$ cat src/rtl/reg_lock_ctrl.sv
module reg_lock_ctrl #(
  parameter int NREG = 4,
  parameter logic [2*NREG-1:0] PROT_SIZE = 8'b11_10_01_00,
  parameter int AW = 14
) (
  input  logic              clk,
  input  logic              rst_n,
  input  logic              bus_we,
  input  logic              bus_re,
  input  logic [AW-1:0]     bus_addr,
  input  logic [3:0]        bus_be,
  input  logic [31:0]       bus_wdata,
  output logic [31:0]       bus_rdata,
  output logic [32*NREG-1:0] reg_q
);
  localparam int IXW = AW - 4;
  localparam logic [1:0] WIN_NORM = 2'd0;
  localparam logic [1:0] WIN_LOCK = 2'd1;
  localparam logic [1:0] WIN_MIRR = 2'd2;

  logic [1:0]       win;
  logic [IXW-1:0]   idx;
  logic [4*NREG-1:0] lock_flat;
  logic             data_win;
  logic [31:0]      rd_mux;
  wire              unused_lsb = |bus_addr[1:0];

  assign win      = bus_addr[AW-1 -: 2];
  assign idx      = bus_addr[AW-3:2];
  assign data_win = (win == WIN_NORM) || (win == WIN_MIRR);

  function automatic logic [3:0] lock_group(input logic [1:0] sz, input logic [3:0] m);
    case (sz)
      2'd1:    return m;
      2'd2:    return {{2{m[3] | m[2]}}, {2{m[1] | m[0]}}};
      2'd3:    return {4{|m}};
      default: return 4'b0000;
    endcase
  endfunction

  function automatic logic [3:0] lock_update(input logic [1:0] sz, input logic [3:0] cur,
                                             input logic [3:0] en, input logic [3:0] val);
    logic [3:0] nl;
    nl = cur;
    case (sz)
      2'd1: nl = (en & val) | (~en & cur);
      2'd2: begin
        if (en[0]) nl[1:0] = {2{val[0]}};
        if (en[2]) nl[3:2] = {2{val[2]}};
      end
      2'd3: if (en[0]) nl = {4{val[0]}};
      default: nl = 4'b0000;
    endcase
    return nl;
  endfunction

  for (genvar i = 0; i < NREG; i++) begin : g_reg
    localparam logic [1:0] SZ = PROT_SIZE[2*i +: 2];
    logic        hit;
    logic [3:0]  lk;
    logic [31:0] dq;

    assign hit = bus_we && (idx == IXW'(i));
    assign lock_flat[4*i +: 4] = lk;
    assign reg_q[32*i +: 32]   = dq;

    always_ff @(posedge clk or negedge rst_n) begin
      if (!rst_n)
        lk <= 4'b0000;
      else if (hit && win == WIN_LOCK && bus_be[0])
        lk <= lock_update(SZ, lk, bus_wdata[7:4], bus_wdata[3:0]);
      else if (hit && win == WIN_MIRR)
        lk <= lk | lock_group(SZ, bus_be);
    end

    always_ff @(posedge clk or negedge rst_n) begin
      if (!rst_n)
        dq <= '0;
      else
        for (int k = 0; k < 4; k++)
          if (hit && data_win && bus_be[k] && !lk[k])
            dq[8*k +: 8] <= bus_wdata[8*k +: 8];
    end
  end

  always_comb begin
    rd_mux = '0;
    for (int i = 0; i < NREG; i++)
      if (idx == IXW'(i)) begin
        if (data_win)
          rd_mux = reg_q[32*i +: 32];
        else if (win == WIN_LOCK)
          rd_mux = {28'd0, lock_flat[4*i +: 4]};
      end
  end

  always_ff @(posedge clk or negedge rst_n) begin
    if (!rst_n)
      bus_rdata <= '0;
    else if (bus_re)
      bus_rdata <= rd_mux;
  end
endmodule


$ cat config.mk
export PLATFORM = sky130hd
export DESIGN_NAME = reg_lock_ctrl
export DESIGN_NICKNAME = d
export VERILOG_FILES = /design/src/rtl/reg_lock_ctrl.sv
export SDC_FILE = /design/constraint.sdc
export NUM_CORES = 1
export LEC_CHECK = 0
export CORE_MARGIN = 5
export CORE_UTILIZATION = 45
export DETAILED_ROUTE_END_ITERATION = 16
export DONT_BUFFER_PORTS = 1
export GPL_ROUTABILITY_DRIVEN = 0
export PLACE_DENSITY = 0.58
export SLEW_MARGIN = 20
export SYNTH_ARGS = -nofsm -noshare
export SYNTH_HDL_FRONTEND = slang
export SYNTH_SLANG_ARGS = --single-unit
$ cat constraint.sdc
create_clock -name clk -period 4.7 [get_ports clk]
set_input_delay 0.235 -clock clk [delete_from_list [all_inputs] [get_ports clk]]
set_output_delay 0.235 -clock clk [all_outputs]
set_load 0.005 [all_outputs]
### Yosys cells after proc, flatten, opt, wreduce, memory -nomap -nowiden

Cells that the tools add are included.

* add/sub/neg operators: 0
* $mul: 0
* divide/modulo/power cells: 0
* $lt $le $gt $ge: 0
* equal/unequal tests: 8
* shift operators: 0
* mux-type cells: 31
* bitwise logic cells: 10
* reduce and logical (&&, ||, !) cells: 79

Operators by type and width (count)
* 2-to-1 mux 32 bit: 11
* 2-to-1 mux 4 bit: 18
* logical AND 1 bit: 52
* equality test 10 x 2 -> 1 bit, second input constant: 2
* OR 4 bit: 5
* zero test 1 bit: 16
* equality test 10 x 1 -> 1 bit, second input constant: 1
* zero test 10 bit: 1
* bitwise AND 4 bit: 2
* nonzero test 2 bit: 4
* != test 2 bit, second input constant: 3
* AND reduction 2 bit: 3
* 2-to-1 mux 2 bit: 2
* inverter 4 bit: 1
* OR reduction 4 bit: 1
* equality test 2 x 1 -> 1 bit, second input constant: 1
* equality test 2 bit, second input constant: 1
* zero test 2 bit: 1
* OR 1 bit: 2
* logical OR 1 bit: 1

* flip-flop bits (word level): 176
* latch bits: 0
* memory bits (writable): 0
* bits in read-only memories: 0
* bits of input ports: 54
* output and inout port bits: 160
* word-level logic and storage cells: 150
* memories kept: 0

### Longest topological paths before layout

Gate-level depths: netlist (run 1).

* depth after elaboration: 13
* mapped depth: 7
* depth with buffers taken out: 4

### Least setup slack after synthesis (run 1)

Ideal clock, no wire load.

* path kind: input port to flip-flop
* start point: input bus_addr[3]
* end point: register g_reg[2].dq[10]
* library setup time: 0.125 ns
* data arrival time: 1.755 ns
* required time: 4.575 ns
* slack: 2.819 ns
* cell stages on the path: 5
* buffers on the path: 2
* path through: buf_2 -> or4b_4 -> or4_1 -> buf_4 -> mux2_4

* longest elaborated chain between the ends: 5

RTL lines
* from (decl): RTL line 10 `input logic [AW-1:0] bus_addr,`
* equality test 10 x 2 -> 1 bit: RTL line 63 `assign hit = bus_we && (idx == IXW'(i));`
* logical AND 1 bit: RTL line 63
* logical AND 1 bit (3 in series): RTL line 81 `if (hit && data_win && bus_be[k] && !lk[k])`
* to (signal, indexed assignment): RTL line 82 `dq[8*k +: 8] <= bus_wdata[8*k +: 8];`
* to (decl): RTL line 61 `logic [31:0] dq;`

Every way passes these cells.
A chain may end at the register's enable or synchronous reset.

### Final worst setup path (run 1)

* start point: register g_reg[1].dq[1]
* end point: register bus_rdata[1]

* longest elaborated chain between the ends: 8

RTL lines
* from (decl): RTL line 61
* from (signal, indexed assignment): RTL line 82
* 2-to-1 mux 32 bit (*): RTL line 90 `if (data_win)`
* 2-to-1 mux 32 bit (*): RTL line 89 `if (idx == IXW'(i)) begin`
* 2-to-1 mux 32 bit: RTL line 92 `else if (win == WIN_LOCK)`
* 2-to-1 mux 32 bit: RTL line 90
* 2-to-1 mux 32 bit (*): RTL line 89
* 2-to-1 mux 32 bit: RTL line 92
* 2-to-1 mux 32 bit: RTL line 90
* 2-to-1 mux 32 bit (*): RTL line 89
* to (signal assigned): RTL line 101 `bus_rdata <= rd_mux;`
* to (decl): RTL line 13 `output logic [31:0] bus_rdata,`

Mark *: on every way between the ends. The rest lies on a longest branch, timed or not.

==> impl_metrics.toml, run 1 <==
[run_status]
status = "finished, final reports clean"

[power]
p_comb_share_pct = 4.3
total_power_uw = 2950
powerDensity_mw_per_mm2 = 325
p_clk_share_pct = 45.0
switching_share_pct = 23.1
seqPwrFrac_pct = 50.7
switching_power_uw = 680
p_int_uw = 2260
peakVddDrop_mv = 0.233
p_leak_uw = 0.00429

[timing]
fin_crit_sh_pct = 42.2
grt_setup_unrepaired = "no"
final-max-slew-violation-count = 0
setup_viol = 0
fmax_mhz = 504
worst_slew_pin_slew_ns = 0.957
hold_viol = 0
max_slew_margin_pct = 36.0
fin_crit_ns = 1.98
fin_tns_setup_ns = 0
fin_skew_ns = 0.00723

[floorplan]
start_util_pct = 45.9
die_h_um = 143
core_mm2 = 0.0173
die-area_mm2 = 0.0204
die-width_um = 143
rows = 48
pin_count = 214

[synthesis]
synth-seq-cells = 172
synth_cells = 600
ys_seq_area_share_pct = 54.2
synth_cell_types = 50
syn-cell-area_mm2 = 0.00794
async_reset_ff_share_pct = 100
synth-edff-count = 0
synth_flop_cell = "dfrtp_1"
syn-mean-instance-area_um2 = 13.2
synth_nets = 654
yosysWarnings = 0

[route]
drc = 0
wl_um = 22800
drt-wirelength-per-cell_um = 26.2
viasPerCell = 6.14
drtPass1Iterations = 5
drtAntennaViolNets = 0
drt-initial-drc-count = 391
dr_total_vias = 5338

[layout]
diodes = 0
drive_gt1_share_pct = 32.5
final_cell_mix = "172 x dfrtp_1, 87 x mux2_2, 42 x nand2_1"
syn_to_final_growth_pct = 14.3
fin_cells = 869
final_common_cell = "dfrtp_1"
nets = 686

[placement]
dp_hpwl_um = 14800
io_buffers = 0
placedCellCount = 799

[global_routing]
use_met1_pct = 29.2
grt_pass1_wl_um = 35200
use_met2_pct = 35.9
grt_overflow_total = 0
grt-busiest-layer = "met2"
grt_antenna_before_repair = 2
grt.total_usage_pct = 22.6
grt_start_max_net_pins = 173
gr-usage-met3_pct = 7.90
grt_pass1_vias = 5694

[worst_hold_path]
hold_class = "in -> reg"

[worst_setup_path]
crit_required_ns = 5.01
cp-start-kind = "register"
cpLargestDelayFamily = "compound AO/OA/AOI/OAI gates"
crit_chain = "a221o_1, a221oi_1, o41ai_1, dlygate4sd3_1"
worst_path_max_delay_cell = "dlygate4sd3_1"
crit_path_max_incr_delay_ns = 0.56
crit_arrival_ns = 2.29
critPathCaptureType = "register"
worstSetupPathType = "reg -> reg"
cp_num_buf_inv = 1
critPathMaxFanout = 3

[cts]
cts-buffers-inserted = 17
clk_path_buf_depth = 2
clock_latency_ns = 0.42
clk_pin_slew_worst_paths_ns = 0.07
cts_root_buf = "clkbuf_16"
cts_tree = "done"
htree_levels = 4
cts.sink_count = 172
cts_resized = 0

[run]
cap_violations = 0
## cells by family (layout without fill, tap and decap cells)
kind of cell | count (synthesis) | in the layout | synth area share (%)
DFF | 172 | 172 | 54.2
muxes | 157 | 157 | 23.7
and+or+nand+nor | 136 | 136 | 10.7
AOI/OAI and AO/OA | 97 | 97 | 9.24
buffers and inverters | 38 | 82 | 2.16
## worst paths after layout
kind                                 from        endpoint  slack, ns  depth (start not counted)
min in group asynchronous           rst_n  g_reg[2].dq[8]       0.50                          2
setup reg to reg           g_reg[1].dq[1]    bus_rdata[1]       2.72                          4
setup / recovery           g_reg[1].dq[1]    bus_rdata[1]       2.72                          4
hold reg to reg              bus_rdata[0]    bus_rdata[0]       0.54                          2
max in group asynchronous           rst_n  g_reg[3].dq[0]       3.56                          2
hold / removal               bus_wdata[2]        register       0.04                          2
## synthesized netlist by cell type, drive strengths merged, types with 2 or more instances
library cell | n | area, µm²
a221oi | 3 | 26.3
and2 | 2 | 12.5
nor4 | 3 | 55.1
nor2 | 13 | 48.8
a21oi | 34 | 170
mux2i | 30 | 300
or2 | 30 | 188
buf | 14 | 81.3
a221o | 33 | 330
nor3 | 10 | 80.1
clkbuf | 16 | 60.1
and4 | 2 | 17.5
o21ai | 3 | 15.0
nand3 | 7 | 67.6
inv | 7 | 26.3
nor2b | 5 | 31.3
dfrtp | 172 | 4300
and3b | 3 | 26.3
nor4b | 4 | 41.3
a31oi | 6 | 37.5
a22o | 5 | 43.8
mux2 | 127 | 1580
nand2 | 42 | 158
o21a | 4 | 30.0
o41ai | 2 | 17.5
or4 | 8 | 60.1
## metal layers
metal | up-vias | part of all wire (%) | wire, µm
met5 | - | 0.057 | 13
met4 | 2 | 1.6 | 370
met3 | 33 | 10 | 2380
met2 | 275 | 48 | 10800
met1 | 2744 | 40 | 9190
li1 | 2284 | - | -
## power groups by stage
stage	clock [µW]	combinational [µW]	sequential (µW)
floorplan	0	55.8	1520
global placement	0	56.6	1520
detailed placement	0	58.0	1520
CTS	1360	128	1490
global route	1420	140	1490
finish	1330	126	1490
## sequential cells by signal (all words and copies together), names as in the netlist, named ones only
name / count
g.dq: 128
bus_rdata: 32
g.lk: 8
## layout make-up
| cell class | count | area, µm² |
|---|---|---|
| fill | 1487 | 8230 |
| tap | 225 | 282 |
| clock inverter | 12 | 114 |
| multi-input combinational | 390 | 3470 |
| clock buffer | 19 | 433 |
| sequential | 172 | 4300 |
| inverter | 8 | 30.0 |
| timing repair buffer | 43 | 438 |
## through the flow
stage                     hold slack, ns  setup WS [ns]  util, %  area, µm²
final                             0.0382           2.72     52.4       9070
after CTS                         0.0105           2.72     52.4       9070
after floorplan                  -0.0606           2.82        -       7940
after global routing              0.0528           2.65     52.4       9070
after detailed placement         -0.0545           2.30     46.9       8120
after global placement           -0.0552           2.34     46.9       8120
## what timing repair did
item                                   in CTS  in global routing
endpoints found under the hold margin     306                  0
hold buffers                               39                  0
buffers inserted                            0                  0
(Power assumes the default switching activity.)
==> run 2, diff against run 1 <==
--- a/config.mk
+++ b/config.mk
@@ -10,7 +10,7 @@
 export DETAILED_ROUTE_END_ITERATION = 16
 export DONT_BUFFER_PORTS = 1
 export GPL_ROUTABILITY_DRIVEN = 0
-export PLACE_DENSITY = 0.58
+export PLACE_DENSITY = 0.6
 export SLEW_MARGIN = 20
 export SYNTH_ARGS = -nofsm -noshare
 export SYNTH_HDL_FRONTEND = slang
==> constraint.sdc (replaced) <==
create_clock -name clk -period 1.6 [get_ports clk]
set_input_delay 0.08 -clock clk [delete_from_list [all_inputs] [get_ports clk]]
set_output_delay 0.08 -clock clk [all_outputs]
set_load 0.005 [all_outputs]
==> run 2 against run 1 <==
  * The run now ends with negative hold slack left
  * Sequential power grew to 2.9 times the previous value
  * Critical path type unchanged
  * Global-route usage shrank 0.14 points
  * Clock skew grew 0.0056 ns
  * Largest cell class unchanged
==> impl_metrics.toml, run 2 (same netlist as run 1, synthesis figures left out) <==
[run_status]
status = "complete, but fails checks"
violations = "negative hold slack"

[floorplan]
pin_count = 214
die-area_mm2 = 0.0204
die-width_um = 143
core_mm2 = 0.0173
die_h_um = 143
rows = 48
start_util_pct = 45.9

[layout]
top_register = "g.dq"
final_cell_mix = "172 x dfrtp_1, 87 x mux2_2, 48 x buf_4"
nets = 740
largest_register_ffs = 128
syn_to_final_growth_pct = 21.7
final_util_pct = 55.9
largestRegisters = "g.dq x128, bus_rdata x32, g.lk x8"
final_common_cell = "dfrtp_1"
drive_gt1_share_pct = 37.3

[timing]
fin_crit_ns = 1.59
fin_crit_sh_pct = 99.2
setup_viol = 0
max_slew_margin_pct = 52.8
final-max-slew-violation-count = 0
fin_tns_setup_ns = 0
hold_ws_ns = -0.647
hold_viol = 172
grt_setup_unrepaired = "no"
fin_skew_ns = 0.0129
fmax_mhz = 630
worst_slew_pin_slew_ns = 0.706

[global_routing]
grt_start_max_net_pins = 173
use_met1_pct = 30.0
grt_pass1_vias = 5914
grt_pass1_wl_um = 35300
use_met2_pct = 35.0
grt_overflow_total = 0
grt-busiest-layer = "met2"
gr-usage-met3_pct = 7.84
grt_antenna_before_repair = 0
grt.total_usage_pct = 22.4

[route]
viasPerCell = 6.07
dr_total_vias = 5618
drt-initial-drc-count = 279
wl_um = 23100
drtPass1Iterations = 5
drc = 0
drt-wirelength-per-cell_um = 24.9
drtAntennaViolNets = 0

[worst_setup_path]
worstRegToRegCells = 3
cp-start-kind = "register"
crit_arrival_ns = 1.89
critPathMaxFanout = 8
reg2reg_from = "g_reg[3].lk[0]"
critPathCaptureType = "register"
ff2ff_setup_slack_ns = 0.01
r2r-end = "g_reg[3].dq[3]"
crit_required_ns = 1.90
worstSetupPathType = "reg -> reg"

[run]
cap_violations = 0

[cts]
cts.sink_count = 172
cts_root_buf = "clkbuf_16"
clock_latency_ns = 0.42
clk_pin_slew_worst_paths_ns = 0.07
clk_path_buf_depth = 2
post-cts-setup-buffers = 0
cts_tree = "done"
htree_levels = 4
holdBufCountCts = 45
cts-buffers-inserted = 17

[power]
peakVddDrop_mv = 0.760
powerDensity_mw_per_mm2 = 967
p_leak_uw = 0.00464
total_power_uw = 9340

[placement]
dp_hpwl_um = 15400
io_buffers = 0

[worst_hold_path]
hold_class = "in -> async"
[run 2: worst max path at each step]
stage                        start               to  slack, ns  cells past startpoint
floorplan              bus_addr[3]  g_reg[2].dq[10]      -0.12                      5
global placement       bus_addr[7]  g_reg[2].dq[20]      -0.22                      5
detailed placement     bus_addr[7]  g_reg[2].dq[23]      -0.24                      5
CTS                 g_reg[3].lk[2]  g_reg[3].dq[19]       0.03                      3
global route        g_reg[3].lk[1]  g_reg[3].dq[13]      0.009                      3
finish              g_reg[3].lk[0]   g_reg[3].dq[3]       0.01                      3
[run 2: what timing repair did]
action                     4_1_cts  5_1_grt
hold endpoints to repair       312      172
setup endpoints to repair        0        8
gates resized for setup          0        2
[run 2: metal layers]
layer	wire (µm)	vias to the layer above
met5	0	-
met4	350	0
met3	2190	28
met2	10700	268
met1	9800	2910
li1	-	2412
[run 2: cell type report]
class                   count  area, µm²
clock inverters            15        234
multi-input cells         390       3500
inverters                   8       30.0
repair buffers             97        882
diodes                      1       2.50
fillers                  1456       7630
well taps                 225        282
flip-flops and latches    172       4300
clock buffers              17        425
[run 2: where the power goes]
group          total (µW)  switching [µW]  internal [µW]
Sequential           4380            19.6           4360
Clock                4620            1820           2810
Combinational         338             171            167
Total                9340            2010           7340
[run 2: critical path: stages, from the launching register on]
cell and delay, ns:
dfrtp_1 0.44, or4_1 0.53, buf_4 0.21, mux2_2 0.29
[run 2: through the flow]
step	area (µm²)	hold WS [ns]	setup WS, ns	std cells
detailed placement	8540	-0.209	-0.240	847
floorplan	7990	-0.216	-0.118	600
finish	9660	-0.647	0.0130	925
global placement	8540	-0.209	-0.225	847
global route	9660	-0.673	0.00946	924
CTS	9650	-0.667	0.0273	924
